==> src/rtl/brk_pkg.sv <==
package brk_pkg;
    localparam int KIND_W     = 18;

    localparam int B_USER     = 0;
    localparam int B_KERNEL   = 1;
    localparam int B_CALL     = 2;
    localparam int B_RET      = 3;
    localparam int B_SYSENTER = 4;
    localparam int B_SYSEXIT  = 5;
    localparam int B_SWINT    = 6;
    localparam int B_INTRET   = 7;
    localparam int B_COND     = 8;
    localparam int B_JUMP     = 9;
    localparam int B_HWIRQ    = 10;
    localparam int B_INDCALL  = 11;
    localparam int B_ABORT    = 12;
    localparam int B_INTX     = 13;
    localparam int B_NOTX     = 14;
    localparam int B_ZCALL    = 15;
    localparam int B_CSTACK   = 16;
    localparam int B_INDJUMP  = 17;

    localparam logic [7:0] ESC_BYTE = 8'h0F;
    localparam logic [7:0] GRP_BYTE = 8'hFF;

    typedef logic [KIND_W-1:0] kind_t;

    typedef struct packed {
        kind_t kind;
    } res_t;
endpackage

==> src/rtl/brk_opdecode.sv <==
module brk_opdecode
    import brk_pkg::*;
#(
    parameter int IMM_W = 32
) (
    input  logic [7:0]       op_first,
    input  logic [7:0]       op_second,
    input  logic [7:0]       modrm_byte,
    input  logic [IMM_W-1:0] rel_imm,
    output kind_t            dec_kind
);
    localparam int REG_LO = 3;
    localparam int REG_HI = 5;

    logic [2:0] reg_field;
    logic       imm_zero;

    assign reg_field = modrm_byte[REG_HI:REG_LO];
    assign imm_zero  = (rel_imm == '0);

    always_comb begin
        dec_kind = '0;
        if (op_first == ESC_BYTE) begin
            case (op_second)
                8'h05, 8'h34: dec_kind[B_SYSENTER] = 1'b1;
                8'h07, 8'h35: dec_kind[B_SYSEXIT]  = 1'b1;
                default: begin
                    if (op_second[7:4] == 4'h8) dec_kind[B_COND] = 1'b1;
                end
            endcase
        end else begin
            case (op_first) inside
                [8'h70:8'h7F], [8'hE0:8'hE3]: dec_kind[B_COND] = 1'b1;
                8'hC2, 8'hC3, 8'hCA, 8'hCB:   dec_kind[B_RET] = 1'b1;
                8'hCF:                        dec_kind[B_INTRET] = 1'b1;
                [8'hCC:8'hCE]:                dec_kind[B_SWINT] = 1'b1;
                [8'hE9:8'hEB]:                dec_kind[B_JUMP] = 1'b1;
                8'h9A:                        dec_kind[B_CALL] = 1'b1;
                8'hE8: begin
                    if (imm_zero) dec_kind[B_ZCALL] = 1'b1;
                    else          dec_kind[B_CALL]  = 1'b1;
                end
                GRP_BYTE: begin
                    case (reg_field)
                        3'd2, 3'd3: dec_kind[B_INDCALL] = 1'b1;
                        3'd4, 3'd5: dec_kind[B_INDJUMP] = 1'b1;
                        default:    dec_kind = '0;
                    endcase
                end
                default: dec_kind = '0;
            endcase
        end
    end

    // at most one kind from the opcode table, never a privilege bit
    always_comb begin
        assert_decode_onehot_R9 : assert ($onehot0(dec_kind) && (dec_kind[B_KERNEL:B_USER] == 2'b00))
            else $error("decoder produced an illegal kind vector");
    end
endmodule

==> src/rtl/brk_privmerge.sv <==
module brk_privmerge
    import brk_pkg::*;
#(
    parameter int ADDR_W = 48
) (
    input  kind_t             dec_kind,
    input  logic              bytes_valid,
    input  logic              abort_flag,
    input  logic              src_kernel,
    input  logic              dst_kernel,
    input  logic [ADDR_W-1:0] src_addr,
    input  logic [ADDR_W-1:0] dst_addr,
    output kind_t             kind_out
);
    logic  rec_ok;
    logic  up_cross;
    logic  explained;
    kind_t tgt_priv;
    kind_t body;

    assign rec_ok    = bytes_valid && (src_addr != '0) && (dst_addr != '0);
    assign up_cross  = !src_kernel && dst_kernel;
    assign explained = dec_kind[B_SYSENTER] || dec_kind[B_SWINT];

    always_comb begin
        tgt_priv = '0;
        if (dst_kernel) tgt_priv[B_KERNEL] = 1'b1;
        else            tgt_priv[B_USER]   = 1'b1;
    end

    always_comb begin
        body = dec_kind;
        if (up_cross && !explained) begin
            body = '0;
            body[B_HWIRQ] = 1'b1;
        end
    end

    always_comb begin
        kind_out = '0;
        if (rec_ok) begin
            if (abort_flag) begin
                kind_out = tgt_priv;
                kind_out[B_ABORT] = 1'b1;
            end else if (body != '0) begin
                kind_out = body | tgt_priv;
            end
        end
    end

    // a result without a kind never carries a privilege bit
    always_comb begin
        assert_no_bare_priv_R10 : assert ((kind_out[KIND_W-1:B_CALL] != '0) || (kind_out == '0))
            else $error("privilege bit without kind");
    end
endmodule

==> src/rtl/brk_classifier.sv <==
module brk_classifier
    import brk_pkg::*;
#(
    parameter int ADDR_W  = 48,
    parameter int IMM_W   = 32,
    parameter bit REG_OUT = 1'b1
) (
    input  logic                clk,
    input  logic                rst_n,
    input  logic                bytes_valid,
    input  logic [7:0]          op_first,
    input  logic [7:0]          op_second,
    input  logic [7:0]          modrm_byte,
    input  logic [IMM_W-1:0]    rel_imm,
    input  logic [ADDR_W-1:0]   src_addr,
    input  logic [ADDR_W-1:0]   dst_addr,
    input  logic                src_kernel,
    input  logic                dst_kernel,
    input  logic                abort_flag,
    output logic [KIND_W-1:0]   kind
);
    kind_t dec_kind;
    kind_t merged;
    res_t  res_d;

    brk_opdecode #(.IMM_W(IMM_W)) u_dec (
        .op_first   (op_first),
        .op_second  (op_second),
        .modrm_byte (modrm_byte),
        .rel_imm    (rel_imm),
        .dec_kind   (dec_kind)
    );

    brk_privmerge #(.ADDR_W(ADDR_W)) u_merge (
        .dec_kind    (dec_kind),
        .bytes_valid (bytes_valid),
        .abort_flag  (abort_flag),
        .src_kernel  (src_kernel),
        .dst_kernel  (dst_kernel),
        .src_addr    (src_addr),
        .dst_addr    (dst_addr),
        .kind_out    (merged)
    );

    always_comb begin
        res_d      = '0;
        res_d.kind = merged;
    end

    generate
        if (REG_OUT) begin : g_reg
            res_t res_q;
            logic in_ok;

            always_ff @(posedge clk) begin
                if (!rst_n) res_q <= '0;
                else        res_q <= res_d;
            end

            assign kind  = res_q.kind;
            assign in_ok = bytes_valid && (|src_addr) && (|dst_addr);

            assert_invalid_zero_R1 : assert property (@(posedge clk) disable iff (!rst_n)
                !in_ok |=> (kind == '0));

            assert_abort_only_R2 : assert property (@(posedge clk) disable iff (!rst_n)
                (in_ok && abort_flag) |=> (kind[B_ABORT] && $countones(kind) == 2));

            assert_cross_irq_R8 : assert property (@(posedge clk) disable iff (!rst_n)
                (in_ok && !abort_flag && !src_kernel && dst_kernel)
                |=> (kind[B_HWIRQ] || kind[B_SYSENTER] || kind[B_SWINT]));

            assert_priv_match_R9 : assert property (@(posedge clk) disable iff (!rst_n)
                (in_ok && dst_kernel) |=> (kind == '0 || (kind[B_KERNEL] && !kind[B_USER])));

            assert_one_kind_R9 : assert property (@(posedge clk) disable iff (!rst_n)
                $onehot0(kind[KIND_W-1:B_CALL]));

            assert_reset_clear_R11 : assert property (@(posedge clk)
                !rst_n |=> (kind == '0));
        end else begin : g_comb
            assign kind = res_d.kind;
        end
    endgenerate
endmodule

==> config.mk <==
export PLATFORM = sky130hd
export DESIGN_NAME = brk_classifier
export DESIGN_NICKNAME = d
export VERILOG_FILES = /design/src/rtl/brk_pkg.sv /design/src/rtl/brk_opdecode.sv /design/src/rtl/brk_privmerge.sv /design/src/rtl/brk_classifier.sv
export SDC_FILE = /design/constraint.sdc
export NUM_CORES = 1
export LEC_CHECK = 0
export BUFFER_PORTS_ARGS = -buffer_cell sky130_fd_sc_hd__buf_4
export CORE_ASPECT_RATIO = 1.1
export CORE_MARGIN = 2
export CORE_UTILIZATION = 33
export DETAILED_ROUTE_END_ITERATION = 6
export GPL_ROUTABILITY_DRIVEN = 0
export PLACE_DENSITY = 0.81
export SETUP_SLACK_MARGIN = 0.02
export SYNTH_ARGS = -nofsm -noshare
export SYNTH_HDL_FRONTEND = slang
export SYNTH_HIERARCHICAL = 1
export SYNTH_SLANG_ARGS = --single-unit
==> constraint.sdc <==
create_clock -name clk -period 2.1 [get_ports clk]
set_input_delay 0.105 -clock clk [delete_from_list [all_inputs] [get_ports clk]]
set_output_delay 0.105 -clock clk [all_outputs]
set_load 0.02 [all_outputs]
Word-level counts from Yosys, hierarchy flattened
Cells that the tools add are included.
{"block": "word_totals", "register_bits": 18, "input_bits": 158, "output_inout_bits": 18, "elab_cells": 119}
{"block": "classes", "order_cmp": 8, "eq_ne": 18, "muxes": 63, "bitwise_logic": 4, "n_reduce_logical": 24}
{"op": "48-bit nonzero test", "n": 2}
{"op": "8-bit == test, second input constant", "n": 8}
{"op": "1-bit 2-to-1 mux", "n": 40}
{"op": "5-bit 2-to-1 mux", "n": 7}
{"op": "32-bit logical NOT", "n": 1}
{"op": "13-bit 2-to-1 mux", "n": 2}
{"op": "8-bit >= comparator, second input constant", "n": 3}
{"op": "8-bit less-or-equal comparator, second input constant", "n": 3}
{"op": "2-bit 2-to-1 mux", "n": 11}
{"op": "18-bit 2-to-1 mux", "n": 1}
{"op": "18-bit by 2-bit bitwise OR with 18-bit output", "n": 1}
{"op": "18-bit nonzero test", "n": 1}
{"op": "8-bit by 3-bit == test with 1-bit output, second input constant", "n": 2}
{"op": "8-bit by 6-bit == test with 1-bit output, second input constant", "n": 2}
{"op": "4-bit OR reduction", "n": 3}
{"op": "2-bit OR reduction", "n": 5}
{"op": "9-bit 2-to-1 mux", "n": 1}
{"op": "8-bit by 4-bit == test with 1-bit output, second input constant", "n": 1}
{"op": "8-bit by 7-bit >= comparator with 1-bit output, second input constant", "n": 1}
{"op": "8-bit by 7-bit less-or-equal comparator with 1-bit output, second input constant", "n": 1}
{"op": "1-bit logical AND", "n": 8}
{"op": "3-bit by 2-bit == test with 1-bit output, second input constant", "n": 2}
{"op": "3-bit == test, second input constant", "n": 2}
{"op": "4-bit == test, second input constant", "n": 1}
{"op": "5 further kinds", "n": 8}

Logic depth before layout (Yosys ltp)
{"block": "logic_depth", "ltp_word": 16, "depth_mapped": 10, "ltp_nobuf": 9}

Modules after synthesis
The synthesis kept the hierarchy.
{"mod": "brk_privmerge", "n_inst": 1, "cells_each": 82, "area_per_inst_um2": 600.6}
{"mod": "brk_classifier", "n_inst": 1, "cells_each": 37, "area_per_inst_um2": 501.7}
{"mod": "brk_opdecode", "n_inst": 1, "cells_each": 59, "area_per_inst_um2": 367.9}

Least setup slack after synthesis
Ideal clock, no wire load.
{"block": "synth_path", "path_type": "input to register", "from": "input port op_first[5]", "to": "register g_reg.res_q (netlist bit kind[3])", "arrival_ns": 1.850, "required_ns": 2.043, "slack_ns": 0.192, "cell_stages": 10, "n_path_buf": 2, "cell_sequence": "or4_1 nor3_2 nand3_2 nor3_2 or4_1 buf_2 buf_2 nand3b_1 nor3_1 and2_2"}
{"item": "start: declaration", "line": "brk_classifier.sv:11", "text": "input logic [7:0] op_first,"}
{"item": "8-bit by 4-bit == test with 1-bit output (*)", "line": "brk_opdecode.sv:23", "text": "if (op_first == ESC_BYTE) begin"}
{"item": "2-bit 2-to-1 mux (*)", "line": "brk_opdecode.sv:23"}
{"item": "named net dec_kind[4]", "line": "brk_classifier.sv:22", "text": "kind_t dec_kind;"}
{"item": "1-bit logical OR", "line": "brk_privmerge.sv:23", "text": "assign explained = dec_kind[B_SYSENTER] || dec_kind[B_SWINT];"}
{"item": "1-bit logical NOT", "line": "brk_privmerge.sv:33", "text": "if (up_cross && !explained) begin"}
{"item": "1-bit logical AND", "line": "brk_privmerge.sv:33"}
{"item": "18-bit 2-to-1 mux (*)", "line": "brk_privmerge.sv:33"}
{"item": "18-bit nonzero test", "line": "brk_privmerge.sv:45", "text": "end else if (body != '0) begin"}
{"item": "1-bit inverter (no line)"}
{"item": "4-bit OR reduction (no line)"}
{"item": "end signal: assignment", "line": "brk_classifier.sv:57", "text": "else res_q <= res_d;"}
{"item": "end: declaration", "line": "brk_classifier.sv:52", "text": "res_t res_q;"}
Mark *: on every way through the listed nets, which the timed path passes. The rest lies on a longest branch.
A chain may end at the register's enable or synchronous reset.

Worst setup path after layout
{"block": "layout_path", "from": "input port op_first[5]", "to": "register g_reg.res_q (netlist bit kind[0])"}
{"item": "8-bit by 4-bit == test with 1-bit output (*)", "line": "brk_opdecode.sv:23"}
{"item": "2-bit 2-to-1 mux (*)", "line": "brk_opdecode.sv:23"}
{"item": "named net dec_kind[4]", "line": "brk_classifier.sv:22"}
{"item": "1-bit logical OR", "line": "brk_privmerge.sv:23"}
{"item": "1-bit logical NOT", "line": "brk_privmerge.sv:33"}
{"item": "1-bit logical AND", "line": "brk_privmerge.sv:33"}
{"item": "18-bit 2-to-1 mux (*)", "line": "brk_privmerge.sv:33"}
{"item": "18-bit nonzero test or 18-bit by 2-bit bitwise OR with 18-bit output (tied branches)", "line": "brk_privmerge.sv:45, brk_privmerge.sv:46"}
{"item": "13-bit 2-to-1 mux (*)", "line": "brk_privmerge.sv:45"}
{"item": "13-bit 2-to-1 mux (*)", "line": "brk_privmerge.sv:42", "text": "if (abort_flag) begin"}
Marks and branches as above.

==> impl_metrics.toml <==
[status]
status = "finished clean"

[place]
place_hpwl_um = 4760
port_buffers = 169
place_ws_ns = 0.0298
placed_cell_area_um2 = 2790
dp_cells = 400

[detailed_routing]
viasPerCell = 4.91
antenna_left = 0
drc = 0
drt_iter0_drc = 42
wire_per_inst_um = 13.0
wl_um = 5270
firstDrtPassIters = 4
vias = 1985

[sta]
rsz0062_at_grt = "false"
fin_setup_tns_ns = 0
max_freq_ghz = 0.552
finalHoldViolCount = 0
holdWs_ns = 0.167
fin_crit_ns = 1.81
period_share_pct = 86.3
slew_viol_final = 0
setup_slack_ns = 0.289
setup_viol = 0

[synthesis]
syn_avg_cell_area_um2 = 8.26
synthDominantAreaCellType = "dfxtp_1"
synthArstFlopShare_pct = 0
synth_top_flop_cell = "dfxtp_1"
syn_area_um2 = 1470
synth_edf_count = 0
synth_top_area_share_pct = 24.5
ys_seq_elements = 18
synth_warnings = 6
netlist_instances = 178
yosysSeqAreaShare_pct = 24.5
synth.distinct_cells = 35
synthTopCellsByArea = "dfxtp_1, nor4_1, nor3_2, and2_2, nand3b_1"

[floorplan]
die_h_um = 74.0
dieArea_um2 = 5010
std_cell_rows = 25
die_w_um = 67.6
io_pins = 176
core-area_um2 = 4290
start_util_pct = 34.3

[finish]
final_cell_mix = "buf_4, nor4_1, dfxtp_1, and2_2"
final_common_cell = "buf_4"
area_delta_synth_final_pct = 93.5
fin_cells = 404
num_antenna_cells = 0
largest_reg_flops = 18
fin_area_um2 = 2850
drive_gt1_share_pct = 60.9
final_util_pct = 66.4
fillCellCount = 400
fin_nets = 509

[global_route]
gr-usage-all-layers_pct = 20.1
top_usage_layer = "met2"
gr-total-overflow = 0
antenna_found_initial = 0
grt_start_max_net_pins = 20
grt_util_met1_pct = 25.9
grt_pass1_wl_um = 7890
met3_usage_pct = 3.18
grt_pass1_vias = 1890
use_met2_pct = 34.0

[worst_setup_path]
cp-end-kind = "flop"
crit_start = "op_first[5]"
crit_path_top_delay_cell = "or4_1"
worst-setup-path-type = "in2reg"
cp.arrival_ns = 2.01
path_delay_family = "simple AND/OR/NAND/NOR gates"
required_ns = 2.30
cp_cell_sequence = "buf_4 -> or4_1 -> nor3_2 -> nand3_2 -> nor3_2 -> buf_4 -> nor4_1 -> o21ai_0 -> o221ai_1 -> nor3_1 -> and2_2"
worstPathMaxFanout = 2
cp_slowest_stage_delay_ns = 0.53
crit_buf_inv = 2
worstSetupStartpointType = "input pin"

[clocking]
hold_buffers = 0
path_clk_slew_ns = 0.06
cts_tree = "built"
cts_sinks = 18
cts_buffers = 3
ctsRootBufferMaster = "clkbuf_8"
clk_path_buf_depth = 2
postCtsSetupBuffers = 0
htree_levels = 1
ctsResizeCount = 0

[flow_run]
max_cap_viol_count = 0

[power_and_ir_drop]
pwr_density_cell_nw_per_um2 = 334
irDropWorstVdd_mv = 0.197
power_mw = 0.950
p_leak_nw = 1.30

[hold_path]
min_from = "rst_n"
worstHoldPathType = "in2reg"
-- logic make-up after synthesis --
logic type	count (synthesis)	share of synthesized area, %
buffers and inverters	17	7.57
AO/OA/AOI/OAI	12	6.38
AND/OR/NAND/NOR	130	61.3
other	1	0.255
flip-flops	18	24.5
-- Yosys cell counts (2+ instances only) --
library cell   n
or4_1          2
buf_4          8
nand4_1       11
dfxtp_1       18
o21ai_1        2
nand2_1        4
and2_1         4
nor3b_1        2
nor2_1         7
buf_2          2
nand3b_1      12
nor4b_1        5
nor3_2        12
and2_2        14
buf_6          2
inv_1          3
a21oi_1        4
nand3_1        3
nor2b_1        5
nor3_1         7
nor4_1        37
-- area by class of cell --
class,instances,area [um2],share of cell area (%)
multi-input combinational,149,1020,35.9
sequential,18,360,12.7
clock buffer,4,55.1,1.93
tap,54,67.6,2.37
inverter,4,15.0,0.528
timing repair buffer,175,1330,46.6
-- layer usage --
metal	part of all wire [%]	routed length [um]	vias up
li1	-	-	1031
met1	40	2120	867
met2	52	2720	80
met3	6.9	364	7
met4	1.2	62	0
met5	0	0	-
-- report_power, final --
group | total [mW] | internal [mW] | switching [mW]
Combinational | 0.330 | 0.223 | 0.107
Clock | 0.272 | 0.167 | 0.106
Sequential | 0.348 | 0.347 | 0.00137
-- final timing paths --
kind        to  slack (ns)  cells after the start
max    kind[0]        0.29                     11
min   kind[12]        0.17                      2
Power figures use the tool's default switching activity.
